$ cat src/rtl/ratio_pkg.sv
package ratio_pkg;

    localparam int SYS_SEL_W  = 4;
    localparam int CORE_SEL_W = 2;
    localparam int REG_DATA_W = 8;

    typedef enum logic {
        DIV_LINEAR = 1'b0,
        DIV_POW2   = 1'b1
    } div_mode_e;

    typedef enum logic {
        ADDR_RATIO = 1'b0,
        ADDR_CTRL  = 1'b1
    } reg_addr_e;

    typedef struct packed {
        logic err;
        logic out_en;
    } ctrl_state_t;

    // Division ratio for a select code under a given encoding.
    function automatic int unsigned div_ratio(div_mode_e mode, int unsigned sel);
        if (mode == DIV_LINEAR) begin
            return sel;
        end
        return 32'd1 << sel;
    endfunction

    // Largest ratio a select field of the given width can express.
    function automatic int unsigned max_ratio(div_mode_e mode, int unsigned sel_w);
        if (mode == DIV_LINEAR) begin
            return (32'd1 << sel_w) - 32'd1;
        end
        return 32'd1 << ((32'd1 << sel_w) - 32'd1);
    endfunction

endpackage

$ cat src/rtl/ratio_counter.sv
module ratio_counter
    import ratio_pkg::*;
#(
    parameter div_mode_e        MODE    = DIV_LINEAR,
    parameter int               SEL_W   = 4,
    parameter logic [SEL_W-1:0] RST_SEL = '0
) (
    input  logic             clk,
    input  logic             rst,
    input  logic [SEL_W-1:0] sel_next,
    output logic             stb,
    output logic [SEL_W-1:0] sel_cur
);

    localparam int unsigned MAX_R = max_ratio(MODE, SEL_W);
    localparam int          CNT_W = (MAX_R > 2) ? $clog2(MAX_R) : 1;

    logic [CNT_W-1:0] cnt;
    logic [CNT_W-1:0] term;

    // The decode of the terminal count depends on the encoding.
    generate
        if (MODE == DIV_LINEAR) begin : g_linear
            always_comb term = CNT_W'(int'(sel_cur) - 1);
        end else begin : g_pow2
            always_comb term = CNT_W'(div_ratio(DIV_POW2, int'(sel_cur)) - 1);
        end
    endgenerate

    assign stb = (cnt == term);

    // A new select is loaded only at the edge that ends the current period.
    always_ff @(posedge clk) begin
        if (rst) begin
            cnt     <= '0;
            sel_cur <= RST_SEL;
        end else if (stb) begin
            cnt     <= '0;
            sel_cur <= sel_next;
        end else begin
            cnt     <= cnt + CNT_W'(1);
        end
    end

endmodule

$ cat src/rtl/ratio_regs.sv
module ratio_regs
    import ratio_pkg::*;
#(
    parameter int                SYS_W    = 4,
    parameter int                CORE_W   = 2,
    parameter int                DATA_W   = 8,
    parameter logic [SYS_W-1:0]  SYS_RST  = 4'd5,
    parameter logic [CORE_W-1:0] CORE_RST = '0
) (
    input  logic              clk,
    input  logic              rst,
    input  logic              wr,
    input  logic              addr,
    input  logic [DATA_W-1:0] wdata,
    output logic [SYS_W-1:0]  sys_next,
    output logic [CORE_W-1:0] core_next,
    output ctrl_state_t       ctrl
);

    logic [SYS_W-1:0]  sys_shadow;
    logic [CORE_W-1:0] core_shadow;
    logic [SYS_W-1:0]  wr_sys;
    logic [CORE_W-1:0] wr_core;
    logic              hit_ratio;
    logic              hit_ctrl;
    logic              sys_zero;
    logic              wdata_unused;

    assign wr_sys       = wdata[SYS_W-1:0];
    assign wr_core      = wdata[SYS_W +: CORE_W];
    assign hit_ratio    = wr && (reg_addr_e'(addr) == ADDR_RATIO);
    assign hit_ctrl     = wr && (reg_addr_e'(addr) == ADDR_CTRL);
    assign sys_zero     = hit_ratio && (wr_sys == '0);
    assign wdata_unused = ^wdata[DATA_W-1:1];

    // A write in this cycle is visible to a divider that ends its period now.
    always_comb begin
        sys_next  = (hit_ratio && !sys_zero) ? wr_sys  : sys_shadow;
        core_next = hit_ratio                ? wr_core : core_shadow;
    end

    always_ff @(posedge clk) begin
        if (rst) begin
            sys_shadow  <= SYS_RST;
            core_shadow <= CORE_RST;
            ctrl.out_en <= 1'b1;
            ctrl.err    <= 1'b0;
        end else begin
            sys_shadow  <= sys_next;
            core_shadow <= core_next;
            if (hit_ctrl) begin
                ctrl.out_en <= wdata[0];
            end
            if (sys_zero) begin
                ctrl.err <= 1'b1;
            end
        end
    end

endmodule

$ cat src/rtl/clkout_gen.sv
module clkout_gen (
    input  logic clk,
    input  logic rst,
    input  logic en,
    input  logic stb,
    output logic out
);

    always_ff @(posedge clk) begin
        if (rst || !en) begin
            out <= 1'b0;
        end else if (stb) begin
            out <= ~out;
        end
    end

endmodule

$ cat src/rtl/ratio_strobe_gen.sv
module ratio_strobe_gen
    import ratio_pkg::*;
#(
    parameter int                SYS_W    = SYS_SEL_W,
    parameter int                CORE_W   = CORE_SEL_W,
    parameter int                DATA_W   = REG_DATA_W,
    parameter logic [SYS_W-1:0]  SYS_RST  = 4'd5,
    parameter logic [CORE_W-1:0] CORE_RST = '0
) (
    input  logic              clk,
    input  logic              rst,
    input  logic              reg_wr,
    input  logic              reg_addr,
    input  logic [DATA_W-1:0] reg_wdata,
    output logic [DATA_W-1:0] reg_rdata,
    output logic              sys_stb,
    output logic              core_stb,
    output logic              clkout,
    output logic              cfg_err
);

    logic [SYS_W-1:0]  sys_next;
    logic [SYS_W-1:0]  sys_cur;
    logic [CORE_W-1:0] core_next;
    logic [CORE_W-1:0] core_cur;
    ctrl_state_t       ctrl;
    logic              clk_en;

    ratio_regs #(
        .SYS_W    (SYS_W),
        .CORE_W   (CORE_W),
        .DATA_W   (DATA_W),
        .SYS_RST  (SYS_RST),
        .CORE_RST (CORE_RST)
    ) u_regs (
        .clk       (clk),
        .rst       (rst),
        .wr        (reg_wr),
        .addr      (reg_addr),
        .wdata     (reg_wdata),
        .sys_next  (sys_next),
        .core_next (core_next),
        .ctrl      (ctrl)
    );

    ratio_counter #(
        .MODE    (DIV_LINEAR),
        .SEL_W   (SYS_W),
        .RST_SEL (SYS_RST)
    ) u_sys_div (
        .clk      (clk),
        .rst      (rst),
        .sel_next (sys_next),
        .stb      (sys_stb),
        .sel_cur  (sys_cur)
    );

    ratio_counter #(
        .MODE    (DIV_POW2),
        .SEL_W   (CORE_W),
        .RST_SEL (CORE_RST)
    ) u_core_div (
        .clk      (clk),
        .rst      (rst),
        .sel_next (core_next),
        .stb      (core_stb),
        .sel_cur  (core_cur)
    );

    assign clk_en  = ctrl.out_en;
    assign cfg_err = ctrl.err;

    clkout_gen u_clkout (
        .clk (clk),
        .rst (rst),
        .en  (clk_en),
        .stb (sys_stb),
        .out (clkout)
    );

    always_comb begin
        if (reg_addr_e'(reg_addr) == ADDR_RATIO) begin
            reg_rdata = DATA_W'({core_cur, sys_cur});
        end else begin
            reg_rdata = DATA_W'({ctrl.err, ctrl.out_en});
        end
    end

endmodule

$ cat config.mk
export PLATFORM = sky130hd
export DESIGN_NAME = ratio_strobe_gen
export DESIGN_NICKNAME = d
export VERILOG_FILES = /design/src/rtl/ratio_pkg.sv /design/src/rtl/ratio_counter.sv /design/src/rtl/ratio_regs.sv /design/src/rtl/clkout_gen.sv /design/src/rtl/ratio_strobe_gen.sv
export SDC_FILE = /design/constraint.sdc
export NUM_CORES = 1
export LEC_CHECK = 0
export CAP_MARGIN = 20
export CELL_PAD_IN_SITES_DETAIL_PLACEMENT = 1
export CELL_PAD_IN_SITES_GLOBAL_PLACEMENT = 1
export CORE_UTILIZATION = 37
export CTS_BUF_LIST = sky130_fd_sc_hd__clkbuf_4
export DETAILED_ROUTE_END_ITERATION = 10
export HOLD_SLACK_MARGIN = 0.05
export PLACE_DENSITY = 0.8
export REMOVE_ABC_BUFFERS = 1
export SYNTH_ARGS = -nofsm -noshare
export SYNTH_HDL_FRONTEND = slang
export SYNTH_HIERARCHICAL = 1
export SYNTH_SLANG_ARGS = --single-unit
$ cat constraint.sdc
create_clock -name clk -period 1.95 [get_ports clk]
set_clock_uncertainty 0.2 [all_clocks]
set_input_delay 0.39 -clock clk [delete_from_list [all_inputs] [get_ports clk]]
set_output_delay 0.39 -clock clk [all_outputs]
set_load 0.01 [all_outputs]
Word-level counts from Yosys, hierarchy flattened --
Index checks and enable logic that the tools add are counted.
Storage, ports and cells: register bits after elaboration 22
Cells by class: add/sub/neg operators 4, bitwise logic cells 2, equality and inequality tests 2, shift-type cells 1, muxes and demuxes 3, reduce and logical (&&, ||, !) cells 10
Operators with widths (number):
- 2-to-1 mux 6 bit | 1
- adder 4 x 1 -> 4 bit, second input constant | 1
- == test 4 bit | 1
- logical AND 1 bit | 4
- zero test 4 bit | 1
- 2-to-1 mux 4 bit | 1
- OR reduction 2 bit | 2
- subtractor 4 x 1 -> 4 bit, second input constant | 1
- adder 3 x 1 -> 3 bit, second input constant | 1
- == test 3 bit | 1
- << shifter 1 x 2 -> 3 bit, first input constant | 1
- subtractor 3 x 1 -> 3 bit, second input constant | 1
- zero test 1 bit | 2
- 2-to-1 mux 2 bit | 1
- NOT 1 bit | 2
- logical OR 1 bit | 1

Logic depth before layout (Yosys ltp) --
word-level depth 6, depth in mapped cells 7

By module --
Netlist, hierarchy kept.
By module, submodules not included:
- ratio_counter (u_sys_div) | cells each 40, area each 405.4 µm², seq. area each 160.2 µm², times used 1
- ratio_counter (u_core_div) | cells each 38, area each 385.4 µm², seq. area each 100.1 µm², times used 1
- ratio_regs | cells each 35, area each 356.6 µm², seq. area each 160.2 µm², times used 1
- ratio_strobe_gen | cells each 9, area each 76.3 µm², seq. area each 0.0 µm², times used 1
- clkout_gen | cells each 3, area each 41.3 µm², seq. area each 20.0 µm², times used 1

Worst setup path after synthesis --
No wires, ideal clock.
path kind reg-to-output, start register u_sys_div.sel_cur[0], end output sys_stb, data required time 1.360 ns, stages on the path, launching flop included 6, path slack -0.159 ns, data arrival time 1.519 ns, cells stage by stage dfxtp_1 > inv_1 > ha_1 > xnor2_1 > xnor2_1 > nor4_4
On the way: word-level cells in the longest chain between the ends 2
RTL lines:
- start: declaration | line ratio_counter.sv:12 | output logic [SEL_W-1:0] sel_cur
- start signal: assignment | line ratio_counter.sv:39 | sel_cur <= sel_next;
- subtractor 4 x 1 -> 4 bit | line ratio_counter.sv:24 | always_comb term = CNT_W'(int'(sel_cur) - 1);
- == test 4 bit | line ratio_counter.sv:30 | assign stb = (cnt == term);
- end: declaration | line ratio_strobe_gen.sv:16 | output logic sys_stb,
Every way passes these cells.

Worst setup path after layout --
start register u_sys_div.sel_cur[1], end output sys_stb
Same word-level chain as after synthesis.

==> impl_metrics.py <==
metrics = {
    "clock_network": {
        "cts-htree-levels": 1,
        "cts_tree": "built",
        "root_buffer": "clkbuf_4",
        "worstSkewPairLatency_ns": 0.30,
        "path_clk_slew_ns": 0.13,
        "cts_buffers": 3,
        "cts_buffer_depth": 2,
        "cts.sinks": 22,
    },
    "yosys": {
        "synth_mux_area_share_pct": 6.73,
        "synth_area_mm2": 0.00126,
        "syn_inst": 125,
        "synth-adder-area-share_pct": 2.97,
        "synth_top_family_by_area": "simple AND/OR/NAND/NOR gates",
        "syn_area_per_cell_um2": 10.1,
        "synth_cell_types": 44,
        "synth-seq-cells": 22,
        "synth_flop_cell": "dfxtp_1",
        "synthSimpleGateAreaFrac_pct": 25.6,
        "yosysSeqAreaShare_pct": 34.8,
        "synth_enable_flop_cells": 0,
        "synth_warnings": 6,
        "async_flop_share_pct": 0,
        "synthXorXnorAreaFrac_pct": 8.21,
        "synth_compound_area_share_pct": 15.7,
    },
    "critical_path": {
        "worstSetupEndpointType": "output port",
        "crit_type": "flip-flop to output port",
        "cp_max_fo": 3,
        "path_cells": "buf_6 -> nor3_4 -> xnor2_2 -> nor4_4 -> buf_2",
        "slowest_delay_ns": 0.34,
        "cp.required_ns": 1.36,
        "worst_path_max_delay_cell": "dfxtp_2",
        "arrival_ns": 1.56,
        "startpoint_type": "flip-flop",
    },
    "routing": {
        "drc_errors": 0,
        "routed_via_density": 5.09,
        "drtIter0Drc": 23,
        "vias": 1109,
        "wirelength_mm": 3.46,
        "wire_per_inst_um": 15.9,
        "ant_nets": 0,
        "dr.max_layer_used": "met4",
        "met2_length_mm": 2.00,
        "drt-pass1-iter-count": 4,
        "wl_met3_um": 88,
        "wl_met1_mm": 1.33,
    },
    "sta": {
        "fin_ws_ns": -0.200,
        "clock.fmax_ghz": 0.465,
        "min_period_ns": 2.15,
        "min_period_over_period_pct": 110,
        "holdWs_ns": 0.319,
        "setup_viol": 2,
        "rsz0062_at_grt": "true",
        "timing_hold_violations_final": 0,
        "slew_viol_final": 0,
    },
    "status": {
        "violations": "setup timing",
        "status": "complete, but fails checks",
    },
    "final_layout": {
        "syn_to_final_growth_pct": 40.9,
        "diodes": 0,
        "nets": 190,
        "final_layout_size_suffix_gt1_share_pct": 37.9,
        "fill_cells": 375,
        "mostFrequentLayoutCells": "28 x buf_4, 17 x dfxtp_1, 10 x clkdlybuf4s50_1",
        "final_cell_count_no_fill": 218,
        "final_common_cell": "buf_4",
    },
    "die": {
        "rows": 20,
        "start_util_pct": 40.1,
        "die_area_mm2": 0.00366,
        "coreArea_mm2": 0.00315,
        "die_x_um": 60.5,
        "io_pins": 24,
        "die_h_um": 60.5,
    },
    "placed_design": {
        "dp_cells": 210,
        "dp_hpwl_mm": 2.43,
        "port_buffers": 19,
        "place_congestion": 0.757,
    },
    "global_route": {
        "grt_pass1_vias": 1124,
        "grt_pass1_wl_mm": 5.28,
        "antenna_found_initial": 0,
        "grt_overflow": 0,
        "grt_use_total_pct": 20.2,
        "grt_max_degree": 27,
    },
    "power": {
        "vdd.ir_drop.worst_v": 0.000391,
        "total_power_mw": 1.39,
        "p_leak_nw": 0.726,
        "cellPowerDensity_mw_per_mm2": 778,
    },
    "flow_run": {
        "maxCapViolations": 0,
    },
    "min_path": {
        "worstHoldPathType": "flip-flop to flip-flop",
    },
}
[cells in the mapped netlist, types with 3 or more instances]
master	count	share of area [%]
dfxtp_1	22	35
xnor2_1	9	6.2
nand2b_1	7	3.5
nor2_1	7	2.1
nand2_1	6	1.8
a21oi_1	5	2.0
and2b_2	4	2.8
buf_4	4	2.4
inv_1	4	1.2
mux2i_1	4	3.2
nor3_1	4	1.6
ha_1	3	3.0
nor2b_1	3	1.5
[routing by layer]
metal  vias to the layer above  track usage [%]
li1                        539                -
met4                         0             7.79
met3                         4             2.99
met2                        19             39.7
met1                       547             21.3
met5                         -                0
[registers in the layout, indices dropped and copies added (netlist names)]
name and flops:
u_core_div/cnt 3, u_regs/core_shadow 2, u_core_div/sel_cur 2, u_clkout/out 1
u_sys_div/cnt 4, u_sys_div/sel_cur 4, u_regs/sys_shadow 4, u_regs/ctrl 2
[report_power, final]
part,total [mW],switching (mW),internal (mW)
combinational,0.620,0.285,0.335
clock,0.215,0.141,0.0746
sequential,0.552,0.0520,0.500
total,1.39,0.477,0.909
[cell type report]
cell class	instances	area [um^2]	share of cell area, %
sequential	22	447	25.1
inverter	4	15.0	0.843
clock inverter	1	3.75	0.211
clock buffer	3	22.5	1.26
tap	44	55.1	3.09
multi-input combinational	93	801	44.9
timing repair buffer	51	438	24.6
[logic make-up (layout without fill, tap and decap cells)]
family / count (synthesis) / in the layout
AOI/OAI and AO/OA: 24 / 24
DFF: 22 / 22
other: 1 / 2
and+or+nand+nor: 45 / 45
buffers and inverters: 11 / 59
xor gates and xnor gates: 11 / 11
adders and majority gates: 3 / 3
muxes: 8 / 8
[critical path, delay by kind of cell, from the launching register on]
family	cells	cell delay, ns
and+or+nand+nor	2	0.50
buffers and inverters	2	0.29
xor gates and xnor gates	1	0.13
DFF	1	0.34
[path summary, 6_finish.rpt]
kind | start | endpoint | slack (ns) | depth (start not counted)
max | u_sys_div/sel_cur[1] | sys_stb | -0.20 | 5
min | u_regs/sys_shadow[0] | u_regs/sys_shadow[0] | 0.32 | 1
max reg2reg | u_sys_div/sel_cur[1] | u_clkout/out | 0.09 | 7
min reg2reg | u_regs/sys_shadow[0] | u_regs/sys_shadow[0] | 0.32 | 1
[through the flow]
step	utilization [%]	setup WS, ns	cell area, um^2	setup TNS, ns
2_1_floorplan	-	-0.159	1210	-0.634
3_3_place_gp	53.3	-0.405	1680	-4.75
3_5_place_dp	53.3	-0.462	1680	-5.66
4_1_cts	56.3	-0.200	1770	-0.341
5_1_grt	56.5	-0.310	1780	-0.526
6_report	56.5	-0.200	1780	-0.294
[what timing repair did]
item                                   4_1_cts  5_1_grt
resized for setup                           28        5
cloned                                       0        0
pin swaps                                    7        1
hold buffers                                 0        0
buffers inserted                             5        0
endpoints found under the hold margin        0        0
setup endpoints to repair                   11        9
(Power assumes the default switching activity.)
